**src/rtl/halt_wake_pkg.sv**
```systemverilog
// Shared types for the halt wake-up controller.
// Assumes nothing beyond a single clock domain.
package halt_wake_pkg;
    typedef enum logic [1:0] {
        ST_RUN    = 2'd0,
        ST_HALTED = 2'd1,
        ST_STAB   = 2'd2,
        ST_RESUME = 2'd3
    } hw_state_e;

    localparam logic [1:0] MASK_ENABLED = 2'b10;
endpackage

```
**src/rtl/hw_stab_counter.sv**
```systemverilog
// Oscillator stabilization counter.
// Clears on a wake event and latches the delay option at that moment. While
// enabled, it counts and reports done in the cycle the count reaches the
// selected length minus one, so the window is exactly the selected length.
// Assumes clk is the restarted oscillator clock.
module hw_stab_counter #(
    parameter int SHORT_CYC = 256,
    parameter int LONG_CYC  = 4096
) (
    input  logic clk,
    input  logic rst_n,
    input  logic clr,
    input  logic run,
    input  logic long_sel,
    output logic done
);
    localparam int CNT_W = $clog2(LONG_CYC);
    localparam logic [CNT_W-1:0] SHORT_LAST = CNT_W'(SHORT_CYC - 1);
    localparam logic [CNT_W-1:0] LONG_LAST  = CNT_W'(LONG_CYC - 1);

    logic [CNT_W-1:0] cnt_q;
    logic             sel_q;

    // Counter register and latched delay selection.
    always_ff @(posedge clk) begin
        if (!rst_n) begin
            cnt_q <= '0;
            sel_q <= 1'b0;
        end else if (clr) begin
            cnt_q <= '0;
            sel_q <= long_sel;
        end else if (run) begin
            cnt_q <= cnt_q + 1'b1;
        end
    end

    // Done when the selected last count is reached.
    always_comb begin
        done = run && (cnt_q == (sel_q ? LONG_LAST : SHORT_LAST));
    end
endmodule

```
**src/rtl/hw_fsm.sv**
```systemverilog
// Halt sequencing state machine: RUN, HALTED, STABILIZE, RESUME.
// A reset event overrides every state and restarts stabilization on the
// reset-vector path. Registered pulses for the mask load and the watchdog
// request. Assumes halt_exec is a one-cycle strobe.
module hw_fsm
    import halt_wake_pkg::*;
(
    input  logic      clk,
    input  logic      rst_n,
    input  logic      halt_exec,
    input  logic      osc_irq_en,
    input  logic      wake_irq,
    input  logic      ext_rst,
    input  logic      wdg_en,
    input  logic      wdg_halt_rst,
    input  logic      cnt_done,
    output hw_state_e state,
    output logic      cause_rst,
    output logic      cnt_clr,
    output logic      mask_pulse,
    output logic      wdg_pulse
);
    hw_state_e st_q, st_d;
    logic      cause_q, cause_d;
    logic      mask_q, wdg_q;
    logic      halt_ok, wdg_block;

    assign halt_ok   = halt_exec && !osc_irq_en;
    assign wdg_block = wdg_en && wdg_halt_rst;

    // Next-state, counter clear and wake cause selection.
    always_comb begin
        st_d    = st_q;
        cause_d = cause_q;
        cnt_clr = 1'b0;
        if (ext_rst) begin
            st_d    = ST_STAB;
            cause_d = 1'b1;
            cnt_clr = 1'b1;
        end else begin
            unique case (st_q)
                ST_RUN:    if (halt_ok && !wdg_block) st_d = ST_HALTED;
                ST_HALTED: if (wake_irq) begin
                               st_d    = ST_STAB;
                               cause_d = 1'b0;
                               cnt_clr = 1'b1;
                           end
                ST_STAB:   if (cnt_done) st_d = ST_RESUME;
                ST_RESUME: st_d = ST_RUN;
                default:   st_d = ST_RUN;
            endcase
        end
    end

    // State, cause and pulse registers.
    always_ff @(posedge clk) begin
        if (!rst_n) begin
            st_q    <= ST_RUN;
            cause_q <= 1'b0;
            mask_q  <= 1'b0;
            wdg_q   <= 1'b0;
        end else begin
            st_q    <= st_d;
            cause_q <= cause_d;
            mask_q  <= (st_q != ST_HALTED) && (st_d == ST_HALTED);
            wdg_q   <= (st_q == ST_RUN) && !ext_rst && halt_ok && wdg_block;
        end
    end

    assign state      = st_q;
    assign cause_rst  = cause_q;
    assign mask_pulse = mask_q;
    assign wdg_pulse  = wdg_q;
endmodule

```
**src/rtl/halt_wake_ctrl.sv**
```systemverilog
// Top of the halt wake-up controller: state machine plus stabilization
// counter, with the output decode from the registered state.
// Assumes the static option inputs are stable around a wake event.
module halt_wake_ctrl
    import halt_wake_pkg::*;
#(
    parameter int SHORT_CYC = 256,
    parameter int LONG_CYC  = 4096
) (
    input  logic       clk,
    input  logic       rst_n,
    input  logic       halt_exec,
    input  logic       osc_irq_en,
    input  logic       wake_irq,
    input  logic       ext_rst,
    input  logic       wdg_en,
    input  logic       wdg_halt_rst,
    input  logic       long_delay,
    output logic       osc_en,
    output logic       cpu_stall,
    output logic       periph_clk_en,
    output logic       mask_force,
    output logic [1:0] mask_val,
    output logic       wdg_rst_req,
    output logic       resume,
    output logic       resume_vec
);
    hw_state_e state;
    logic      cause_rst, cnt_clr, cnt_done, mask_pulse;

    hw_fsm u_fsm (
        .clk          (clk),
        .rst_n        (rst_n),
        .halt_exec    (halt_exec),
        .osc_irq_en   (osc_irq_en),
        .wake_irq     (wake_irq),
        .ext_rst      (ext_rst),
        .wdg_en       (wdg_en),
        .wdg_halt_rst (wdg_halt_rst),
        .cnt_done     (cnt_done),
        .state        (state),
        .cause_rst    (cause_rst),
        .cnt_clr      (cnt_clr),
        .mask_pulse   (mask_pulse),
        .wdg_pulse    (wdg_rst_req)
    );

    hw_stab_counter #(
        .SHORT_CYC (SHORT_CYC),
        .LONG_CYC  (LONG_CYC)
    ) u_cnt (
        .clk      (clk),
        .rst_n    (rst_n),
        .clr      (cnt_clr),
        .run      (state == ST_STAB),
        .long_sel (long_delay),
        .done     (cnt_done)
    );

    // Output decode from the registered state.
    always_comb begin
        osc_en        = (state != ST_HALTED);
        cpu_stall     = (state == ST_HALTED) || (state == ST_STAB);
        periph_clk_en = (state == ST_RUN) || (state == ST_RESUME);
        resume        = (state == ST_RESUME);
        resume_vec    = cause_rst;
        mask_force    = mask_pulse;
        mask_val      = mask_pulse ? MASK_ENABLED : 2'b00;
    end
endmodule

```
**config.mk**
```make
export PLATFORM = sky130hd
export DESIGN_NAME = halt_wake_ctrl
export DESIGN_NICKNAME = d
export VERILOG_FILES = /design/src/rtl/halt_wake_pkg.sv /design/src/rtl/hw_stab_counter.sv /design/src/rtl/hw_fsm.sv /design/src/rtl/halt_wake_ctrl.sv
export SDC_FILE = /design/constraint.sdc
export NUM_CORES = 1
export LEC_CHECK = 0
export ABC_AREA = 1
export BUFFER_PORTS_ARGS = -buffer_cell sky130_fd_sc_hd__buf_2
export CORE_MARGIN = 2
export CORE_UTILIZATION = 57
export CTS_CLUSTER_SIZE = 24
export DETAILED_ROUTE_END_ITERATION = 8
export GPL_TIMING_DRIVEN = 0
export PLACE_DENSITY = 0.79
export SLEW_MARGIN = 20
export SYNTH_ARGS = -nofsm -noshare
export SYNTH_HDL_FRONTEND = slang
export SYNTH_SLANG_ARGS = --single-unit
```
**constraint.sdc**
```tcl
create_clock -name clk -period 2.4 [get_ports clk]
set_clock_uncertainty 0.2 [all_clocks]
set_input_delay 0.12 -clock clk [delete_from_list [all_inputs] [get_ports clk]]
set_output_delay 0.12 -clock clk [all_outputs]
set_load 0.005 [all_outputs]
```
==> metrics.txt, run 1 <==
status=complete, no violations; Peak Freq=453.2 MHz; critical path's largest stage delay=0.58 ns; Post-CTS Setup Inserts=0; Initial Utilization=61.53%; Crit path max-delay family=buffers and inverters; worst hold path class=primary input to register; # clock sinks=18; GP Congestion=0.9129; first-pass GRT wire length=3.139 mm; Critical R2R Capture=u_cnt.cnt_q[4]; die area=2006 µm²; R2R setup slack=0.53 ns; sequential share of the synthesized area=37.99%; die height=44.79 µm; synthesized flop and latch total=18; LEAKAGE=0.5433 nW; Worst Setup SP=halt_exec; synth top area cells=dfxtp_1, nand2_1, inv_1; HPWL Detailed=1.394 mm; routed vias=888; Remaining DRCs=0; cts hold-fix bufs=7; Worst EP arrival=2.25 ns; number of vias per cell=5.103; Setup CP Type=primary input to register; Num CTS Buffers=3; Slew Limit Fails=0; most used cell, CP=dlygate4sd3_1; commonest non-fill, non-tap cell in the layout=nand2_1; core area=1541 µm²; hold depth=4; Avg Inst Size Synth=7.240 µm²; Post-Syn Nets=146; Yosys cell types=21; Detail Route Antenna Nets=0; Clk Latency, worst-skew pair=0.29 ns; critical path, cell by cell=dlygate4sd3_1 > buf_2 > nand2_1 > dlygate4sd3_1 > nor4b_1 > dlygate4sd3_1; Startpoint Class=primary input; root buf cell=clkbuf_4; largest net degree at the start of global routing=11; critical path peak fanout=2; Congestion Overflow GR=0; Rows=14; VDD IR max=329.5 µV; Required @ worst endpoint=2.44 ns; mapped cell area=948.4 µm²; initial antenna violation count=0; unrepaired setup endpoints after global routing=false; Util after Layout=74.92%; die width=44.79 µm; Post-Route WL=1.939 mm; most frequent cells in the layout=nand2_1, inv_1, dfxtp_1, buf_2; Resize count post-CTS=0; largest area contributor in the netlist=dfxtp_1; CP endpoint=u_fsm.wdg_pulse; diodes inserted=0; CTS tree=done; CTS H-Tree Depth=1; fraction of layout cells with a size suffix above 1=20.25%; Final period util=91.94%; r2r startpoint=u_fsm.state[1]; Synth-to-Final Area Change=21.77%; CP max stage cell=dlygate4sd3_1; io pins=18; cell count of the worst reg-to-reg path=7; WL/cell=11.14 µm; total power=0.5764 mW; final hold violations=0; minimum clock period=2.207 ns; Detailed Routing Iterations Pass 1=4; Max Cap Viol=0; smallest hold slack=0.02228 ns; Post-Synthesis Cells=131; Yosys top cell area share=37.99%; Final setup viols=0; critical path depth=6; Fill cells=119; Buf/Inv on CP=4; Longest Clk Path Bufs=2; Tot GR Track Use=21.54%; Final nets=174; DRT iter0 DRCs=23; PwrDens=499.1 nW/µm²; Yosys warnings=0; crit path capture type=register; number of global-route vias before repair=773; input/output buffers=16; setup TNS=0 ns; Worst-path clk slew=0.10 ns
==> logic make-up after synthesis <==
family	after synthesis	share of synthesized area [%]
adders and majority gates	6	7.915
DFF	18	38.00
other	1	0.3954
buffers and inverters	25	10.69
AOI/OAI and AO/OA	18	10.82
and+or+nand+nor	62	31.27
xor gates and xnor gates	1	0.9237
==> worst min-delay path by stage <==
stage | startpoint | endpoint | slack [ns]
2_1_floorplan | rst_n | u_fsm.state[1] | 0.02
3_3_place_gp | long_delay | u_cnt.sel_q | 0.17
3_5_place_dp | long_delay | u_cnt.sel_q | 0.18
4_1_cts | wake_irq | u_fsm.cause_rst | 0.008
5_1_grt | wake_irq | u_fsm.cause_rst | 0.02
6_report | wake_irq | u_fsm.cause_rst | 0.02
==> flip-flops by register name, summed over array words and instances, names as in the netlist <==
signal,flops
u_fsm.wdg_pulse,1
u_fsm.cause_rst,1
u_cnt.sel_q,1
u_fsm.state,2
u_fsm.mask_pulse,1
u_cnt.cnt_q,12
==> cells in the mapped netlist, drive strengths merged <==
library cell  instances
nand2                36
a31oi                 1
a2bb2oi               1
dfxtp                18
nand4                 2
nand3                 6
ha                    6
a21oi                 9
nor3b                 1
inv                  23
buf                   2
a211oi                3
nor2                 16
xor2                  1
o21ai                 4
conb                  1
nor4b                 1
==> worst register-to-register path: stages (launching register included) <==
cell and delay [ns]:
dfxtp_1 0.42, inv_1 0.11, ha_1 0.22, nand2_1 0.13, nand2_1 0.12, nor2_4 0.19
inv_1 0.16, a211oi_1 0.24
==> power by group <==
part	leakage (nW)	switching [mW]	internal, mW	total [mW]
combinational	0.376	0.0436	0.0371	0.0807
sequential	0.146	0.00638	0.306	0.312
clock	0.0210	0.0913	0.0923	0.184
total	0.543	0.141	0.435	0.576
==> per-layer routing <==
layer | routed length, µm | share of wire (%) | vias to the layer above | GRT usage, %
met4 | 65 | 3.4 | 0 | 10.00
met2 | 922 | 48 | 33 | 36.81
li1 | - | - | 463 | -
met1 | 858 | 44 | 382 | 26.38
met3 | 92 | 4.7 | 10 | 3.600
met5 | 0 | 0 | - | 0
==> through the flow <==
step / setup WS [ns] / area, µm² / std cells
after detailed placement: 0.5554 / 1049 / 163
after global routing: 0.08920 / 1155 / 174
after floorplan: 0.8532 / 948.4 / 131
final: 0.1933 / 1155 / 174
after CTS: 0.2990 / 1155 / 174
after global placement: 0.6178 / 1049 / 163
==> area by class of cell <==
cell class,count,area [µm²],share of cell area (%)
Sequential cell,18,360.3,31.20
Multi-Input combinational cell,88,486.7,42.15
Timing Repair Buffer,23,150.1,13.00
Inverter,23,86.33,7.476
Clock buffer,4,36.28,3.142
Buffer,2,15.01,1.300
Tap cell,16,20.02,1.733
Power figures use the tool's default switching activity.
==> run 2: changes to the inputs <==
--- a/config.mk
+++ b/config.mk
@@ -6,13 +6,13 @@
 export NUM_CORES = 1
 export LEC_CHECK = 0
 export ABC_AREA = 1
-export BUFFER_PORTS_ARGS = -buffer_cell sky130_fd_sc_hd__buf_2
 export CORE_MARGIN = 2
-export CORE_UTILIZATION = 57
+export CORE_UTILIZATION = 58
 export CTS_CLUSTER_SIZE = 24
 export DETAILED_ROUTE_END_ITERATION = 8
+export DONT_BUFFER_PORTS = 1
 export GPL_TIMING_DRIVEN = 0
-export PLACE_DENSITY = 0.79
+export PLACE_DENSITY = 0.71
 export SLEW_MARGIN = 20
 export SYNTH_ARGS = -nofsm -noshare
 export SYNTH_HDL_FRONTEND = slang
==> run 2 against run 1 <==
Effect of this change:
- combinational power decreased by 16%
- register-to-register slack worse by 0.21 ns
- critical path depth rose by 3
- first-iteration DRC count down 35%
- critical path type is now register to register
- highest routed layer unchanged
==> metrics.txt, run 2 (synthesis results as in run 1) <==
status=complete, no violations; most frequent cells in the layout=nand2_1, inv_1, dfxtp_1; total power=0.5652 mW; die height=44.44 µm; Initial Utilization=62.23%; CTS tree=done; cts hold-fix bufs=9; Worst EP arrival=2.08 ns; Detailed Routing Iterations Pass 1=4; WL/cell=10.48 µm; routed vias=838; Post-Route WL=1.676 mm; io pins=18; number of global-route vias before repair=719; Required @ worst endpoint=2.40 ns; Clk Latency, worst-skew pair=0.29 ns; Detail Route Antenna Nets=0; crit path capture type=register; number of vias per cell=5.238; Peak Freq=480.8 MHz; largest register by flop count=u_cnt.cnt_q; Rows=14; PwrDens=516.3 nW/µm²; # clock sinks=18; Tot GR Track Use=19.25%; Resize count post-CTS=0; Final WS setup=0.3203 ns; VDD IR max=465.9 µV; Setup CP Type=register to register; input/output buffers=0; Final nets=160; die area=1974 µm²; Place WS=0.5384 ns; Final setup viols=0; GP Congestion=0.7648; Longest Clk Path Bufs=2; Startpoint Class=register; diodes inserted=0; fraction of layout cells with a size suffix above 1=11.11%; final instance area=1095 µm²; Worst-path clk slew=0.10 ns; Fill cells=137; Final period util=86.66%; Remaining DRCs=0; HPWL Detailed=1.309 mm; unrepaired setup endpoints after global routing=false; worst hold path class=primary input to register; Post-CTS Setup Inserts=0; root buf cell=clkbuf_4; Synth-to-Final Area Change=15.44%; final hold violations=0; max reg flops=12; Slew Limit Fails=0; LEAKAGE=0.4846 nW; dpl cell area=968.4 µm²; commonest non-fill, non-tap cell in the layout=nand2_1; core area=1524 µm²; critical path peak fanout=7; minimum clock period=2.080 ns; Num CTS Buffers=3; first-pass GRT wire length=2.856 mm; DRT iter0 DRCs=15; Congestion Overflow GR=0; Max Cap Viol=0; largest net degree at the start of global routing=11; initial antenna violation count=0; setup TNS=0 ns; CTS H-Tree Depth=1; die width=44.44 µm
[run 2: cell types whose count changed in the layout (fill, tap and decap cells not counted), sizes merged]
cell         change
dlygate4sd3      +2
buf             -16
[run 2: power breakdown]
part           internal [mW]  leakage [nW]  switching, mW
Sequential             0.306         0.146        0.00730
Combinational         0.0308         0.317         0.0369
Clock                 0.0924        0.0210         0.0921
Total                  0.429         0.485          0.136
[run 2: area by class of cell]
| class | instances | area (µm²) | area share [%] |
|---|---|---|---|
| well taps | 16 | 20.02 | 1.829 |
| clock buffers | 4 | 36.28 | 3.314 |
| multi-input cells | 88 | 486.7 | 44.46 |
| repair buffers | 9 | 90.09 | 8.229 |
| flip-flops and latches | 18 | 360.3 | 32.91 |
| plain buffers | 2 | 15.01 | 1.371 |
| inverters | 23 | 86.33 | 7.886 |
[run 2: per-stage QoR]
step	std cells	util [%]	hold slack (ns)
finish	160	71.84	0.007306
global route	160	71.84	0.02736
CTS	160	71.84	0.003602
detailed placement	147	63.55	0.02185
global placement	147	63.55	0.02100
floorplan	131	-	0.01763
[run 2: worst max-delay path, cell delays in order (launching register included)]
cell	delay (ns)
dfxtp_1	0.40
inv_1	0.11
ha_1	0.29
inv_1	0.12
nand3_1	0.08
nand2_1	0.08
nand3_1	0.08
nand2_1	0.05
dlygate4sd3_1	0.54
inv_1	0.03
[run 2: path summary, 6_finish.rpt]
path | from | to | slack, ns | cells past startpoint
worst max-delay path | u_fsm.state[0] | u_fsm.state[1] | 0.32 | 9
worst min-delay path | osc_irq_en | u_fsm.mask_pulse | 0.007 | 5
worst max register to register | u_fsm.state[0] | u_fsm.state[1] | 0.32 | 9
worst min register to register | u_cnt.cnt_q[7] | u_cnt.cnt_q[7] | 0.27 | 2
[run 2: layer usage]
metal  vias up  GRT usage (%)  wire (µm)
met5         -              0          0
met4         0          3.636         10
met3         2          3.673         74
met2        22          31.47        722
met1       375          26.65        868
li1        439              -          -
